==> src/rtl/lsc_pkg.sv <==
package lsc_pkg;
  localparam int          CTRL_W       = 8;
  localparam int          PFX_W        = 32;
  localparam int          PFX_SID_W    = 8;
  localparam int          PFX_K_BIT    = 13;
  localparam int          PFX_TYPE_LSB = 24;
  localparam logic [7:0]  PFX_TYPE     = 8'h92;

  typedef enum logic {ST_INSEC = 1'b0, ST_SEC = 1'b1} sec_st_e;

  typedef struct packed {
    logic                 match;
    logic [PFX_SID_W-1:0] sid;
    logic                 k;
  } pfx_fields_t;
endpackage

==> src/rtl/lsc_pfx_dec.sv <==
module lsc_pfx_dec
  import lsc_pkg::*;
(
  input  logic             pfx_vld_i,
  input  logic [PFX_W-1:0] pfx_i,
  output pfx_fields_t      fld_o
);
  logic unused_pfx_bits;
  assign unused_pfx_bits = ^{pfx_i[PFX_TYPE_LSB-1:PFX_K_BIT+1],
                             pfx_i[PFX_K_BIT-1:PFX_SID_W]};

  always_comb begin
    fld_o.match = pfx_vld_i && (pfx_i[PFX_TYPE_LSB +: 8] == PFX_TYPE);
    fld_o.sid   = pfx_i[PFX_SID_W-1:0];
    fld_o.k     = pfx_i[PFX_K_BIT];
  end
endmodule

==> src/rtl/lsc_stream.sv <==
module lsc_stream
  import lsc_pkg::*;
(
  input  logic       clk_i,
  input  logic       rst_ni,
  input  logic       ctrl_we_i,
  input  logic       ctrl_en_i,
  input  logic       key_ld_i,
  input  logic       key_slot_i,
  input  logic       ksw_i,
  input  logic       pfx_err_i,
  output logic       arm_err_o,
  output logic       secure_o,
  output logic       act_o,
  output logic [1:0] vld_o
);
  sec_st_e    st_q, st_d;
  logic       en_q;
  logic       act_q, act_d;
  logic [1:0] vld_q, vld_d;
  logic       sec, arm, dis, drop, ksw_ok;

  assign sec    = (st_q == ST_SEC);
  assign arm    = ctrl_we_i && ctrl_en_i && !sec;
  assign dis    = ctrl_we_i && !ctrl_en_i;
  assign drop   = sec && (dis || pfx_err_i);
  // active index is 0 whenever insecure, so arming looks at slot 0 only
  assign arm_err_o = arm && !vld_q[0];
  assign ksw_ok = sec && ksw_i && vld_q[!act_q] && !drop;

  always_comb begin
    st_d  = st_q;
    act_d = act_q;
    vld_d = vld_q;
    if (key_ld_i) vld_d[key_slot_i] = 1'b1;
    if (drop) begin
      st_d  = ST_INSEC;
      act_d = 1'b0;
      vld_d = 2'b00;
    end else if (arm && vld_q[0]) begin
      st_d = ST_SEC;
    end else if (ksw_ok) begin
      act_d        = !act_q;
      vld_d[act_q] = 1'b0;
    end
    if (dis) act_d = 1'b0;
  end

  always_ff @(posedge clk_i or negedge rst_ni) begin
    if (!rst_ni) begin
      st_q  <= ST_INSEC;
      en_q  <= 1'b0;
      act_q <= 1'b0;
      vld_q <= 2'b00;
    end else begin
      st_q  <= st_d;
      act_q <= act_d;
      vld_q <= vld_d;
      if (ctrl_we_i) en_q <= ctrl_en_i;
    end
  end

  assign secure_o = sec;
  assign act_o    = act_q;
  assign vld_o    = vld_q;

  AST_SEC_NEEDS_EN: assert property (@(posedge clk_i) disable iff (!rst_ni)
    sec |-> en_q);
  AST_ARM_NO_KEY: assert property (@(posedge clk_i) disable iff (!rst_ni)
    (arm && !vld_q[0]) |=> !sec);
  AST_INSEC_ACT_ZERO: assert property (@(posedge clk_i) disable iff (!rst_ni)
    !sec |-> !act_q);
  AST_LOSS_CLEARS: assert property (@(posedge clk_i) disable iff (!rst_ni)
    $fell(sec) |-> (vld_q == 2'b00));
  AST_SWITCH_RETIRES: assert property (@(posedge clk_i) disable iff (!rst_ni)
    ksw_ok |=> !vld_q[$past(act_q)]);
  AST_SWITCH_IGNORED: assert property (@(posedge clk_i) disable iff (!rst_ni)
    (ksw_i && !sec && !ctrl_we_i) |=> !sec);
endmodule

==> src/rtl/link_sec_ctrl.sv <==
module link_sec_ctrl
  import lsc_pkg::*;
#(
  parameter int NUM_STREAMS = 8,
  localparam int SID_W = (NUM_STREAMS > 1) ? $clog2(NUM_STREAMS) : 1
) (
  input  logic                   clk_i,
  input  logic                   rst_ni,
  input  logic                   ctrl_we_i,
  input  logic [SID_W-1:0]       ctrl_sid_i,
  input  logic [CTRL_W-1:0]      ctrl_wdata_i,
  input  logic                   key_ld_i,
  input  logic [SID_W-1:0]       key_sid_i,
  input  logic                   key_slot_i,
  input  logic                   ksw_i,
  input  logic [SID_W-1:0]       ksw_sid_i,
  input  logic                   pfx_vld_i,
  input  logic [PFX_W-1:0]       pfx_i,
  output logic                   pfx_hit_o,
  output logic [SID_W-1:0]       pfx_sid_o,
  output logic                   pfx_key_o,
  output logic                   err_o,
  output logic [NUM_STREAMS-1:0] secure_o,
  output logic [NUM_STREAMS-1:0] key_act_o,
  output logic [NUM_STREAMS-1:0] key_vld0_o,
  output logic [NUM_STREAMS-1:0] key_vld1_o
);
  pfx_fields_t            fld;
  logic                   in_range, key_ok, pfx_err, pfx_hit;
  logic [SID_W-1:0]       sid_idx;
  logic [NUM_STREAMS-1:0] arm_err;
  logic                   hit_q, key_q, err_q;
  logic [SID_W-1:0]       sid_q;
  logic                   unused_ctrl_bits;

  assign unused_ctrl_bits = ^ctrl_wdata_i[CTRL_W-1:1];

  lsc_pfx_dec u_dec (
    .pfx_vld_i (pfx_vld_i),
    .pfx_i     (pfx_i),
    .fld_o     (fld)
  );

  assign in_range = int'(fld.sid) < NUM_STREAMS;
  assign sid_idx  = fld.sid[SID_W-1:0];
  assign key_ok   = fld.k ? key_vld1_o[sid_idx] : key_vld0_o[sid_idx];
  assign pfx_err  = fld.match && (!in_range || !secure_o[sid_idx] || !key_ok);
  assign pfx_hit  = fld.match && !pfx_err;

  for (genvar i = 0; i < NUM_STREAMS; i++) begin : g_stream
    logic [1:0] vld;
    lsc_stream u_stream (
      .clk_i      (clk_i),
      .rst_ni     (rst_ni),
      .ctrl_we_i  (ctrl_we_i && (ctrl_sid_i == SID_W'(i))),
      .ctrl_en_i  (ctrl_wdata_i[0]),
      .key_ld_i   (key_ld_i && (key_sid_i == SID_W'(i))),
      .key_slot_i (key_slot_i),
      .ksw_i      (ksw_i && (ksw_sid_i == SID_W'(i))),
      .pfx_err_i  (pfx_err && in_range && (sid_idx == SID_W'(i))),
      .arm_err_o  (arm_err[i]),
      .secure_o   (secure_o[i]),
      .act_o      (key_act_o[i]),
      .vld_o      (vld)
    );
    assign key_vld0_o[i] = vld[0];
    assign key_vld1_o[i] = vld[1];
  end

  always_ff @(posedge clk_i or negedge rst_ni) begin
    if (!rst_ni) begin
      hit_q <= 1'b0;
      sid_q <= '0;
      key_q <= 1'b0;
      err_q <= 1'b0;
    end else begin
      hit_q <= pfx_hit;
      sid_q <= sid_idx;
      key_q <= fld.k;
      err_q <= pfx_err || (|arm_err);
    end
  end

  assign pfx_hit_o = hit_q;
  assign pfx_sid_o = sid_q;
  assign pfx_key_o = key_q;
  assign err_o     = err_q;

  AST_FOREIGN_PFX_QUIET: assert property (@(posedge clk_i) disable iff (!rst_ni)
    (pfx_vld_i && pfx_i[PFX_TYPE_LSB +: 8] != PFX_TYPE) |=> !pfx_hit_o);
  AST_OOR_SID_ERR: assert property (@(posedge clk_i) disable iff (!rst_ni)
    (fld.match && !in_range) |=> (err_o && !pfx_hit_o));
  AST_HIT_HAS_ERR_FREE_PFX: assert property (@(posedge clk_i) disable iff (!rst_ni)
    (fld.match && secure_o[sid_idx] && in_range && key_ok) |=> pfx_hit_o);
endmodule

==> config.mk <==
export PLATFORM = sky130hd
export DESIGN_NAME = link_sec_ctrl
export DESIGN_NICKNAME = d
export VERILOG_FILES = /design/src/rtl/lsc_pkg.sv /design/src/rtl/lsc_pfx_dec.sv /design/src/rtl/lsc_stream.sv /design/src/rtl/link_sec_ctrl.sv
export SDC_FILE = /design/constraint.sdc
export NUM_CORES = 1
export LEC_CHECK = 0
export ABC_AREA = 1
export BUFFER_PORTS_ARGS = -buffer_cell sky130_fd_sc_hd__buf_2
export CAP_MARGIN = 10
export CORE_AREA = 2 2 85 87
export CTS_BUF_LIST = sky130_fd_sc_hd__clkbuf_2
export CTS_CLUSTER_DIAMETER = 200
export DETAILED_ROUTE_END_ITERATION = 12
export DIE_AREA = 0 0 87 89
export GPL_ROUTABILITY_DRIVEN = 0
export PLACE_DENSITY_LB_ADDON = 0.15
export SLEW_MARGIN = 30
export SYNTH_ARGS = -nofsm -noshare
export SYNTH_HDL_FRONTEND = slang
export SYNTH_HIERARCHICAL = 1
export SYNTH_SLANG_ARGS = --single-unit
==> constraint.sdc <==
create_clock -name clk_i -period 2.16 [get_ports clk_i]
set_input_delay 0.216 -clock clk_i [delete_from_list [all_inputs] [get_ports clk_i]]
set_output_delay 0.216 -clock clk_i [all_outputs]
set_load 0.005 [all_outputs]
# Yosys cells after proc, flatten, opt, wreduce, memory -nomap -nowiden
# Index checks and enable logic that the tools add are counted.
[op_classes]
order_cmp = 28
n_reduce_logical = 194
bitwise = 24
muxes = 121
eq_ne = 37
[ops]
columns = ["operator", "count"]
rows = [
  ["logical AND 1 bit", 117],
  ["two-way mux 1 bit", 77],
  ["two-way mux 2 bit", 32],
  ["== test 3 bit (second input constant)", 16],
  ["logical NOT 1 bit", 37],
  ["less-than comparator 1 x 2 -> 1 bit (second input constant)", 17],
  ["== test 3 x 2 -> 1 bit (second input constant)", 8],
  ["inequality test 3 x 1 -> 1 bit (second input constant)", 8],
  ["nonzero test 3 bit", 8],
  ["AND 2 bit", 8],
  ["inverter 2 bit", 8],
  ["bitwise OR 2 bit", 8],
  ["AND reduction 2 bit", 8],
  ["nonzero test 2 bit", 8],
  ["== test 3 x 1 -> 1 bit (second input constant)", 4],
  ["logical NOT 3 bit", 4],
  ["logical OR 1 bit", 11],
  ["binary-select mux 1 bit (select 3 bit)", 3],
  ["demux 1 bit (select 1 bit)", 9],
  ["greater-or-equal comparator 1 bit (second input constant)", 9],
  ["== test 8 bit (second input constant)", 1],
  ["less-than comparator 8 x 4 -> 1 bit (second input constant)", 1],
  ["OR reduction 8 bit", 1],
  ["less-than comparator 3 x 4 -> 1 bit (second input constant)", 1],
]
[word_totals]
in_bits = 56
wordCells = 432
out_inout_bits = 38
register_bits = 38

# Longest topological paths before layout
# Gate-level depths: netlist of run 1.
[depth]
word_depth = 16
depth_mapped = 17
mapped_depth_nobuf = 16

# Hierarchy
# Netlist of run 1, hierarchy kept.
[modules_own_cells]
columns = ["module", "area_per_inst_um2", "cells_each", "seq_area_each_um2", "n_inst"]
rows = [
  ["lsc_stream", 237.7, 35, 100.1, 8],
  ["link_sec_ctrl", 795.8, 161, 150.1, 1],
  ["lsc_pfx_dec", 112.6, 19, 0.0, 1],
]

# Worst setup path before layout of run 1
# OpenSTA, ideal clock, no wires.
[synth_path]
kind = "input port to flip-flop"
start = "input pfx_i[1]"
end = "register g_stream[0].u_stream.vld_q[0]"
setup_time_ns = 0.071
t_arrival_ns = 1.491
required_time_ns = 2.089
n_path_buf = 2
path_slack_ns = 0.598
stages = 17
path_cell_list = "buf_4 > buf_4 > nand2_2 > inv_2 > nand2_1 > nand2_1 > nor2_1 > nor2_1 > nor2_1 > nand3_2 > nand3_4 > nor2_1 > inv_1 > nand2_1 > nand2_1 > nand2_1 > nor2_1"
[synth_between]
elab_chain_len = 15
elab_cells_between_ends = 24
cone_classes = "order compare: 1; mux: 10; reduce/logical: 13"
[synth_lines]
columns = ["item", "line", "text"]
rows = [
  ["from (decl)", "link_sec_ctrl.sv:18", "input logic [PFX_W-1:0] pfx_i,"],
  ["branches (longest 7 deep; another with less-than comparator 8 x 4 -> 1 bit)", "n/a", ""],
  ["logical AND 1 bit *", "link_sec_ctrl.sv:60", ".pfx_err_i (pfx_err && in_range && (sid_idx == SID_W'(i))),"],
  ["logical OR 1 bit *", "lsc_stream.sv:26", "assign drop = sec && (dis || pfx_err_i);"],
  ["logical AND 1 bit *", "lsc_stream.sv:26", ""],
  ["logical NOT 1 bit", "lsc_stream.sv:29", "assign ksw_ok = sec && ksw_i && vld_q[!act_q] && !drop;"],
  ["logical AND 1 bit", "lsc_stream.sv:29", ""],
  ["two-way mux 2 bit", "lsc_stream.sv:42", "end else if (ksw_ok) begin"],
  ["two-way mux 2 bit", "lsc_stream.sv:40", "end else if (arm && vld_q[0]) begin"],
  ["two-way mux 2 bit *", "lsc_stream.sv:36", "if (drop) begin"],
  ["net g_stream[0].u_stream.vld_d[0]", "lsc_stream.sv:20", "logic [1:0] vld_q, vld_d;"],
  ["to (signal assigned)", "lsc_stream.sv:58", "vld_q <= vld_d;"],
  ["to (decl)", "lsc_stream.sv:20", ""],
]
# Mark *: on every way through the listed nets, which the timed path passes. The select of a mux whose other input is x is not followed.
# A chain may end at the register's enable or synchronous reset.

# Worst setup path in the final report of run 1
[layout_path]
start = "register g_stream[3].u_stream.st_q"
end = "register g_stream[2].u_stream.act_q"
[layout_between]
elab_chain_len = 14
elab_cells_between_ends = 17
cone_classes = "eq/ne: 1; mux: 4; reduce/logical: 12"
[layout_lines]
columns = ["item", "line", "text"]
rows = [
  ["from (decl)", "lsc_stream.sv:17", "sec_st_e st_q, st_d;"],
  ["from (signal assigned)", "lsc_stream.sv:56", "st_q <= st_d;"],
  ["binary-select mux 1 bit (select 3 bit) *", "link_sec_ctrl.sv:47", "assign pfx_err = fld.match && (!in_range || !secure_o[sid_idx] || !key_ok);"],
  ["two-way mux 1 bit (implied by the code) *", "link_sec_ctrl.sv:47", ""],
  ["logical NOT 1 bit *", "link_sec_ctrl.sv:47", ""],
  ["logical OR 1 bit * (2 in series)", "link_sec_ctrl.sv:47", ""],
  ["logical AND 1 bit *", "link_sec_ctrl.sv:47", ""],
  ["logical AND 1 bit * (2 in series)", "link_sec_ctrl.sv:60", ""],
  ["logical OR 1 bit *", "lsc_stream.sv:26", ""],
  ["logical AND 1 bit *", "lsc_stream.sv:26", ""],
  ["logical NOT 1 bit", "lsc_stream.sv:29", ""],
  ["logical AND 1 bit", "lsc_stream.sv:29", ""],
  ["nonzero test 3 bit (no line)", "n/a", ""],
  ["AND reduction 2 bit (no line)", "n/a", ""],
  ["to (signal assigned)", "lsc_stream.sv:57", "act_q <= act_d;"],
  ["to (decl)", "lsc_stream.sv:19", "logic act_q, act_d;"],
]
# Mark *: on every way between the ends. The rest lies on a longest branch, timed or not. The select of a mux whose other input is x is not followed.

==> results.yml, run 1 <==
cts:
  cts.repair.resized: 0
  cts_inserted_buffers: 5
  root_buffer: "clkbuf_2"
  postCtsSetupBuffers: 0
  cts_max_level: 2
  cts_tree: "done"
  path_clk_slew_ps: 190
  cts.path.max_buffers: 2
  cts.sinks: 38
  clock_latency_ps: 410
  cts-hold-fix-buffers: 3
worst_setup_path:
  crit_required_ps: 2470
  worstPathArrival_ps: 2080
  regToRegSetupSlack_ps: 390
  start_kind: "flop"
  critPathMaxFanout: 8
  crit_type: "reg2reg"
  reg2reg_from: "g_stream[3].u_stream/secure_o$_DFFE_PN0P_"
  cp-startpoint: "g_stream[3].u_stream/secure_o$_DFFE_PN0P_"
  end_kind: "flop"
global_routing:
  antenna_found_initial: 0
  globalRouteMet1Util_pct: 25.6
  gr-total-overflow: 0
  grt_util_met3_pct: 2.86
  grt_pass1_vias: 2582
  grt_busiest_layer: "met2"
  grt_max_degree: 39
  grt_use_total_pct: 19.4
  grtUsageMet2_pct: 33.1
  grt_pass1_wl_mm: 11.6
sta:
  post-route-period-util_pct: 82.0
  setup_viol_count_final: 0
  finClkSkew_ps: 25.2
  slew_headroom_pct: 66.3
  drv_slew: 0
  clock.fmax_mhz: 565
  timing.final.crit_period_ps: 1770
  worst_pin_slew_ps: 505
  hold_viol_final: 0
  rsz0062_at_grt: "no"
  setup_tns_ps: 0
  hold_ws_ps: 51.7
die:
  io_pins: 94
  core_um2: 6720
  fp-row-count: 30
  initial_core_util_pct: 41.8
  die_h_um: 89
  dieArea_um2: 7740
  die_w_um: 87
logic_synthesis:
  synthAdderAreaFrac_pct: 0
  syn_avg_cell_area_um2: 6.11
  yosys.area_share.simple_pct: 41.3
  netlist_area_um2: 2810
  synthCells: 460
  syn-num-nets: 516
  synth_xor_area_share_pct: 0
  ys_ff_latch: 38
  synth_top_family_by_area: "simple AND/OR/NAND/NOR gates"
  synthTopCellsByArea: "dfrtp_1, nand2_1, inv_1"
  synth.distinct_cells: 22
  synth-seq-area-share_pct: 33.8
  synth_top_area_share_pct: 33.8
  synth_compound_area_share_pct: 10.1
  yosysTopAreaCell: "dfrtp_1"
  yosysWarnings: 6
  synthMuxAreaShare_pct: 0
final_layout:
  regArea_um2: 951
  multi_input_area_um2: 1440
  fin_nets: 586
  syn2layout_area_growth_pct: 15.6
  final_cell_mix: "nand2_1, inv_1, nor2_1"
  layout_commonest_cell: "nand2_1"
  nFillCells: 721
  drive_gt1_share_pct: 17.3
  final_util_pct: 48.3
  antennaDiodeCount: 0
power:
  p_seq_share_pct: 49.1
  p_int_mw: 1.51
  p_leak_nw: 1.92
  peakVddDrop_uv: 435
  p_clk_share_pct: 11.6
  combPwrFrac_pct: 39.3
  netSwitchingPower_mw: 1.18
  sw_frac_of_total_pct: 43.9
  power_density_nw_per_um2: 826
status:
  status: "finished, final reports clean"
worst_hold_path:
  hold_start: "pfx_i[1]"
  hp-class: "in2reg"
detailed_routing:
  post-route-drc-count: 0
  drt_iter0_drc: 105
  antenna_left: 0
  drt-wirelength-per-cell_um: 12.0
  vias: 2864
  route.detailed.vias_per_inst: 4.69
  drt_first_pass_iters: 4
  wl_mm: 7.31
placement:
  port_buffers: 71
  dp_hpwl_mm: 5.73
job:
  drv_cap: 0
area by class of cell:
class | count | share of cell area (%)
multi-input combinational | 323 | 44.4
sequential | 38 | 29.3
timing repair buffer | 74 | 11.9
inverter | 88 | 10.2
tap | 80 | 3.08
clock buffer | 5 | 0.770
clock inverter | 3 | 0.347
worst max-delay path, stage by stage (launching register included):
cell and delay [ps]:
dfrtp_1 500, inv_1 80, nand2_1 50, nand2_1 70
nand2_1 40, nand2_1 90, nand2_1 50, nand2_1 60
nor2_1 40, nand3_2 90, nand3_4 120, nor2_1 120
inv_1 70, o21a_1 180, nand2_1 70, nor2_1 40
cells in the mapped netlist:
library cell / count
nand3b_1: 2
o21ai_1: 1
nand2_1: 143
nor2_2: 3
nand3_2: 1
nand3_1: 16
buf_6: 1
buf_4: 10
nor4_1: 2
nor3_1: 8
inv_1: 86
nor2_1: 86
o21a_1: 8
a21o_1: 8
inv_2: 2
a21oi_1: 8
o21ai_0: 10
nand4_1: 8
dfrtp_1: 38
nand2_2: 9
o21bai_1: 9
nand3_4: 1
layer usage:
metal / up-vias / share of wire (%)
met5: - / 0
met2: 53 / 47
met1: 1272 / 49
li1: 1530 / -
met4: 0 / 1.6
met3: 9 / 3.3
final timing paths:
path / endpoint / cells past startpoint
max in group asynchronous: g_stream[7].u_stream/secure_o$_DFFE_PN0P_ / 2
max: g_stream[2].u_stream/act_o$_DFFE_PN0P_ / 15
max reg2reg: g_stream[2].u_stream/act_o$_DFFE_PN0P_ / 15
min reg2reg: g_stream[7].u_stream/vld_o[0]$_DFF_PN0_ / 2
min: pfx_sid_o[1]$_DFF_PN0_ / 1
min in group asynchronous: g_stream[6].u_stream/vld_o[1]$_DFF_PN0_ / 2
cells by family after synthesis:
logic type / count (synthesis)
compound gates: 44
flops: 38
buf+inv: 99
simple gates: 279
sequential cells by signal (all words and copies together) (netlist names):
register / cells
pfx_sid_o: 3
pfx_hit_o: 1
g_stream.u_stream/vld_o: 16
err_o: 1
g_stream.u_stream/act_o: 8
pfx_key_o: 1
g_stream.u_stream/secure_o: 8
stage by stage:
stage | setup WS (ps) | std cells | instance area (um2) | power [mW]
after floorplan | 598 | 460 | 2810 | 1.91
after global placement | 279 | 600 | 3180 | 2.36
after detailed placement | 277 | 600 | 3180 | 2.39
after CTS | 382 | 611 | 3250 | 2.71
after global routing | 120 | 611 | 3250 | 2.95
final | 389 | 611 | 3250 | 2.68
power by group through the flow:
stage          Sequential, mW  Combinational [mW]  Clock [mW]
3_5_place_dp             1.33                1.06           0
6_report                 1.32                1.06       0.311
3_3_place_gp             1.32                1.04           0
2_1_floorplan            1.26               0.655           0
4_1_cts                  1.32                1.07       0.325
5_1_grt                  1.37                1.22       0.351
Note: power is estimated with default switching activity, not from simulation.
==> run 2, diff against run 1 <==
Clock period 2.16 ns to 1.6 ns, I/O delays scaled along.
==> run 2 against run 1 <==
  * The run now ends with setup timing left
  * Global-route usage grew 1.8 points
  * Final cell count grew 5.7%
  * Wire length grew 7.5%
  * Largest power group is now combinational logic
  * Clock skew grew 4.4 ps
  * Largest cell class unchanged
==> results.yml, run 2 (synthesis gave the netlist of run 1 again) <==
worst_setup_path:
  crit_required_ps: 1930
  crit_type: "reg2reg"
  worst-path-buf-inv: 2
  cp-startpoint: "g_stream[2].u_stream/secure_o$_DFFE_PN0P_"
  path_cells: "inv_2, nand2_2, nand2_1, nand2_1, nand2_1, nand2_1, nand2_1, nor2_1, nand3_2, nand3_4, nor2_2, inv_1, o21a_1, nand2_1, nor2_1"
  critPathMaxFanout: 8
  end_kind: "flop"
  worstPathArrival_ps: 2040
  crit_top_cell: "nand2_1"
  cp_top_family: "simple AND/OR/NAND/NOR gates"
  critPathMaxStageDelay_ps: 440
  start_kind: "flop"
  cp_slowest_cell: "dfrtp_1"
  reg2reg_from: "g_stream[2].u_stream/secure_o$_DFFE_PN0P_"
global_routing:
  antenna_found_initial: 0
  grt_use_total_pct: 21.2
  grt_max_degree: 25
  grt_pass1_vias: 2807
  gr-total-overflow: 0
  grt_pass1_wl_mm: 12.6
cts:
  cts_inserted_buffers: 5
  cts_max_level: 2
  clock_latency_ps: 430
  root_buffer: "clkbuf_2"
  cts.path.max_buffers: 2
  cts.sinks: 38
  cts_tree: "done"
  path_clk_slew_ps: 240
final_layout:
  final_cell_mix: "nand2_1, inv_1, nor2_1"
  regArea_um2: 951
  antennaDiodeCount: 0
  layout_commonest_cell: "nand2_1"
  design_area_um2: 3590
  fin_nets: 621
  final_util_pct: 53.4
  syn2layout_area_growth_pct: 27.7
  multi_input_area_um2: 1480
  drive_gt1_share_pct: 25.1
  largest_reg_flops: 16
  nFillCells: 706
die:
  initial_core_util_pct: 41.8
  core_um2: 6720
  die_w_um: 87
  io_pins: 94
  die_h_um: 89
  fp-row-count: 30
  dieArea_um2: 7740
sta:
  drv_slew: 0
  worst_pin_slew_ps: 487
  rsz0062_at_grt: "yes"
  setup_viol_count_final: 22
  finClkSkew_ps: 29.6
  clock.fmax_mhz: 584
  hold_viol_final: 0
  post-route-worst-setup-slack_ps: -114
  slew_headroom_pct: 67.5
  post-route-period-util_pct: 107
  timing.final.crit_period_ps: 1710
detailed_routing:
  vias: 3030
  post-route-drc-count: 0
  drt_first_pass_iters: 4
  drt-wirelength-per-cell_um: 12.2
  wl_mm: 7.86
  route.detailed.vias_per_inst: 4.69
  antenna_left: 0
  drt_iter0_drc: 148
status:
  status: "complete, but fails checks"
  violations: "setup timing"
placement:
  placed_cell_area_um2: 3440
  dp_hpwl_mm: 6.31
  port_buffers: 71
worst_hold_path:
  hold_start: "pfx_i[0]"
  hp-class: "in2reg"
job:
  drv_cap: 0
power:
  power_density_nw_per_um2: 1170
  peakVddDrop_uv: 501
  p_leak_nw: 2.12
[run 2: per-stage QoR]
stage	instances	hold WS, ps	power (mW)	setup WS [ps]	TNS (ps)
final	646	20.5	4.22	-114	-1430
after global routing	646	-2.72	4.59	-274	-6450
after CTS	645	2.69	4.22	-90.0	-1130
after detailed placement	633	156	3.58	-108	-1410
after global placement	633	144	3.53	-92.6	-1250
after floorplan	460	-136	2.58	94.2	0
[run 2: timing repair]
item | CTS | global route
gates resized for setup | 1 | 19
setup endpoints to repair | 23 | 32
pin swaps | 13 | 13
buffers inserted | 1 | 0
endpoints found under the hold margin | 20 | 1
hold buffers | 3 | 1
[run 2: worst reg2reg max path: stages, from the launching register on]
cell     delay, ps
dfrtp_1        440
inv_2           60
nand2_2         50
nand2_1         60
nand2_1         50
nand2_1         80
nand2_1         50
nand2_1         60
nor2_1          50
nand3_2         90
nand3_4        140
nor2_2         140
inv_1           60
o21a_1         170
nand2_1         70
nor2_1          40
[run 2: final cells by class]
cell class                 instances  share of cell area (%)
clock inverter                     3                    1.25
clock buffer                       5                   0.697
multi-input combinational        323                    41.1
sequential                        38                    26.5
inverter                          88                    9.20
tap                               80                    2.79
timing repair buffer             109                    18.5
[run 2: path summary, 6_finish.rpt]
kind | slack [ps] | endpoint | depth (start not counted)
worst max-delay path | -110 | g_stream[2].u_stream/act_o$_DFFE_PN0P_ | 15
worst min-delay path | 20 | pfx_sid_o[0]$_DFF_PN0_ | 2
worst max register to register | -110 | g_stream[2].u_stream/act_o$_DFFE_PN0P_ | 15
worst min register to register | 600 | g_stream[5].u_stream/vld_o[0]$_DFF_PN0_ | 2
max in group asynchronous | 910 | g_stream[2].u_stream/vld_o[0]$_DFF_PN0_ | 3
min in group asynchronous | 180 | g_stream[7].u_stream/secure_o$_DFFE_PN0P_ | 2
[run 2: where the power goes]
group / internal [mW] / leakage, nW / total, mW / switching [mW]
Sequential: 1.28 / 0.469 / 1.56 / 0.284
Combinational: 0.958 / 1.61 / 2.03 / 1.07
Clock: 0.262 / 0.0352 / 0.630 / 0.368
[run 2: routing by layer]
layer | routed length [um] | global-route usage (%)
met1 | 3480 | 27.1
met2 | 3820 | 37.4
met3 | 451 | 2.95
met4 | 105 | 5.68
met5 | 0 | 0
==> run 3, diff against run 2 <==
Settings changed: CORE_AREA 2 2 85 87 to 2 2 83 85, DIE_AREA 0 0 87 89 to 0 0 85 87.
==> run 3 against run 2 <==
  * The flow still finishes with violations (setup timing)
  * Non-clock buffer count grew 4
  * Clock power shrank 27%
  * Largest cell class unchanged
  * Combinational power is essentially flat
==> results.yml, run 3 (synthesis gave the netlist of run 1 again) <==
placement:
  dp.cells: 635
  placed_cell_area_um2: 3450
  dp_hpwl_mm: 6.24
  port_buffers: 71
worst_setup_path:
  crit_top_cell: "nand2_1"
  cp_top_family: "simple AND/OR/NAND/NOR gates"
  critPathMaxFanout: 8
  critPathMaxStageDelay_ps: 430
  crit_type: "reg2reg"
  regToRegSetupSlack_ps: -100
  reg2reg_from: "g_stream[1].u_stream/secure_o$_DFFE_PN0P_"
  worst-path-buf-inv: 2
  end_kind: "flop"
  ff2ff_path_depth: 15
  start_kind: "flop"
  path_cells: "inv_1, nand2_1, nand2_1, nand2_1, nand2_1, nand2_1, nand2_1, nor2_2, nand3_2, nand3_4, nor2_2, inv_2, o21a_1, nand2_1, nor2_1"
  crit_required_ps: 1930
  cp_slowest_cell: "dfrtp_1"
  r2r_end: "g_stream[2].u_stream/act_o$_DFFE_PN0P_"
  worstPathArrival_ps: 2030
detailed_routing:
  drt-wirelength-per-cell_um: 12.1
  wl_mm: 7.83
  drt_iter0_drc: 163
  antenna_left: 0
  post-route-drc-count: 0
  vias: 3131
  route.detailed.vias_per_inst: 4.82
  drt_first_pass_iters: 5
sta:
  slew_headroom_pct: 67.7
  setup_viol_count_final: 25
  post-route-period-util_pct: 106
  finClkSkew_ps: 23.9
  timing.final.crit_period_ps: 1700
  clock.fmax_mhz: 588
  post-route-worst-setup-slack_ps: -99.3
  hold_viol_final: 0
  drv_slew: 0
  rsz0062_at_grt: "yes"
  worst_pin_slew_ps: 484
cts:
  cts.sinks: 38
  root_buffer: "clkbuf_2"
  clock_latency_ps: 440
  cts.path.max_buffers: 2
  cts_inserted_buffers: 5
  path_clk_slew_ps: 220
  cts_max_level: 2
  cts_tree: "done"
worst_hold_path:
  min_path_cells: 2
  min_to: "pfx_sid_o[0]$_DFF_PN0_"
  hold_start: "pfx_i[0]"
  hp-class: "in2reg"
die:
  dieArea_um2: 7400
  die_h_um: 87
  die_w_um: 85
  fp-row-count: 30
  initial_core_util_pct: 42.8
  io_pins: 94
  core_um2: 6570
global_routing:
  grt_use_total_pct: 21.9
  antenna_found_initial: 0
  grt_pass1_vias: 2707
  grt_pass1_wl_mm: 12.6
  grt_max_degree: 25
  gr-total-overflow: 0
power:
  peakVddDrop_uv: 597
  power_density_nw_per_um2: 1120
  p_leak_nw: 2.14
final_layout:
  drive_gt1_share_pct: 26.8
  instances_no_fill: 650
  final_util_pct: 55.0
  design_area_um2: 3610
  fin_nets: 625
  layout_commonest_cell: "nand2_1"
  largest_reg_flops: 16
  antennaDiodeCount: 0
  syn2layout_area_growth_pct: 28.5
  final_cell_mix: "nand2_1, inv_1, nor2_1"
status:
  violations: "setup timing"
  status: "complete, but fails checks"
job:
  drv_cap: 0
run 3: cell type report:
class	instances	area [um2]
repair buffers	113	693
multi-input cells	323	1500
inverters	88	330
well taps	80	100
fillers	667	2960
clock buffers	5	25.0
flip-flops and latches	38	951
clock inverters	3	16.3
run 3: report_power, final:
group          internal, mW  leakage [nW]  total [mW]  switching, mW
sequential             1.28         0.469        1.55          0.272
combinational         0.964          1.64        2.04           1.07
clock                0.0993        0.0264       0.462          0.363
run 3: worst reg2reg max path, delay by kind of cell, from the launching register on:
kind	cells	cell delay (ps)
buf+inv	2	120
flops	1	430
compound gates	1	160
simple gates	12	900
run 3: timing repair:
| item | 4_1_cts | 5_1_grt |
|---|---|---|
| pin swaps | 12 | 20 |
| setup buffers | 1 | 2 |
| endpoints found under the hold margin | 20 | 0 |
| endpoints found under the setup margin | 25 | 33 |
| hold buffers | 4 | 0 |
| resized for setup | 3 | 25 |
| cloned | 0 | 0 |
run 3: worst max path at each step:
stage	start	end	slack (ps)	depth (start not counted)
2_1_floorplan	pfx_i[1]	g_stream[3].u_stream/vld_o[0]$_DFF_PN0_	90	17
3_3_place_gp	pfx_i[0]	g_stream[3].u_stream/act_o$_DFFE_PN0P_	-90	14
3_5_place_dp	pfx_i[0]	g_stream[3].u_stream/act_o$_DFFE_PN0P_	-120	14
4_1_cts	g_stream[1].u_stream/vld_o[0]$_DFF_PN0_	g_stream[2].u_stream/act_o$_DFFE_PN0P_	-80	13
5_1_grt	g_stream[1].u_stream/secure_o$_DFFE_PN0P_	g_stream[3].u_stream/act_o$_DFFE_PN0P_	-240	15
6_report	g_stream[1].u_stream/secure_o$_DFFE_PN0P_	g_stream[2].u_stream/act_o$_DFFE_PN0P_	-100	15
run 3: stage by stage:
step | power, mW | setup slack [ps] | TNS (ps) | hold slack (ps)
after floorplan | 2.58 | 94.2 | 0 | -136
after global placement | 3.52 | -92.5 | -1050 | 141
after detailed placement | 3.58 | -118 | -1870 | 143
after CTS | 4.05 | -84.6 | -1230 | 62.2
after global routing | 4.42 | -244 | -5550 | 45.4
final | 4.05 | -99.3 | -1270 | 61.9
run 3: routing by layer:
metal  vias up  GRT usage [%]  routed length (um)
li1       1605              -                   -
met1      1429           28.0                3510
met2        83           38.6                3890
met3        14           3.41                 314
met4         0           5.92                 114
met5         -              0                   0
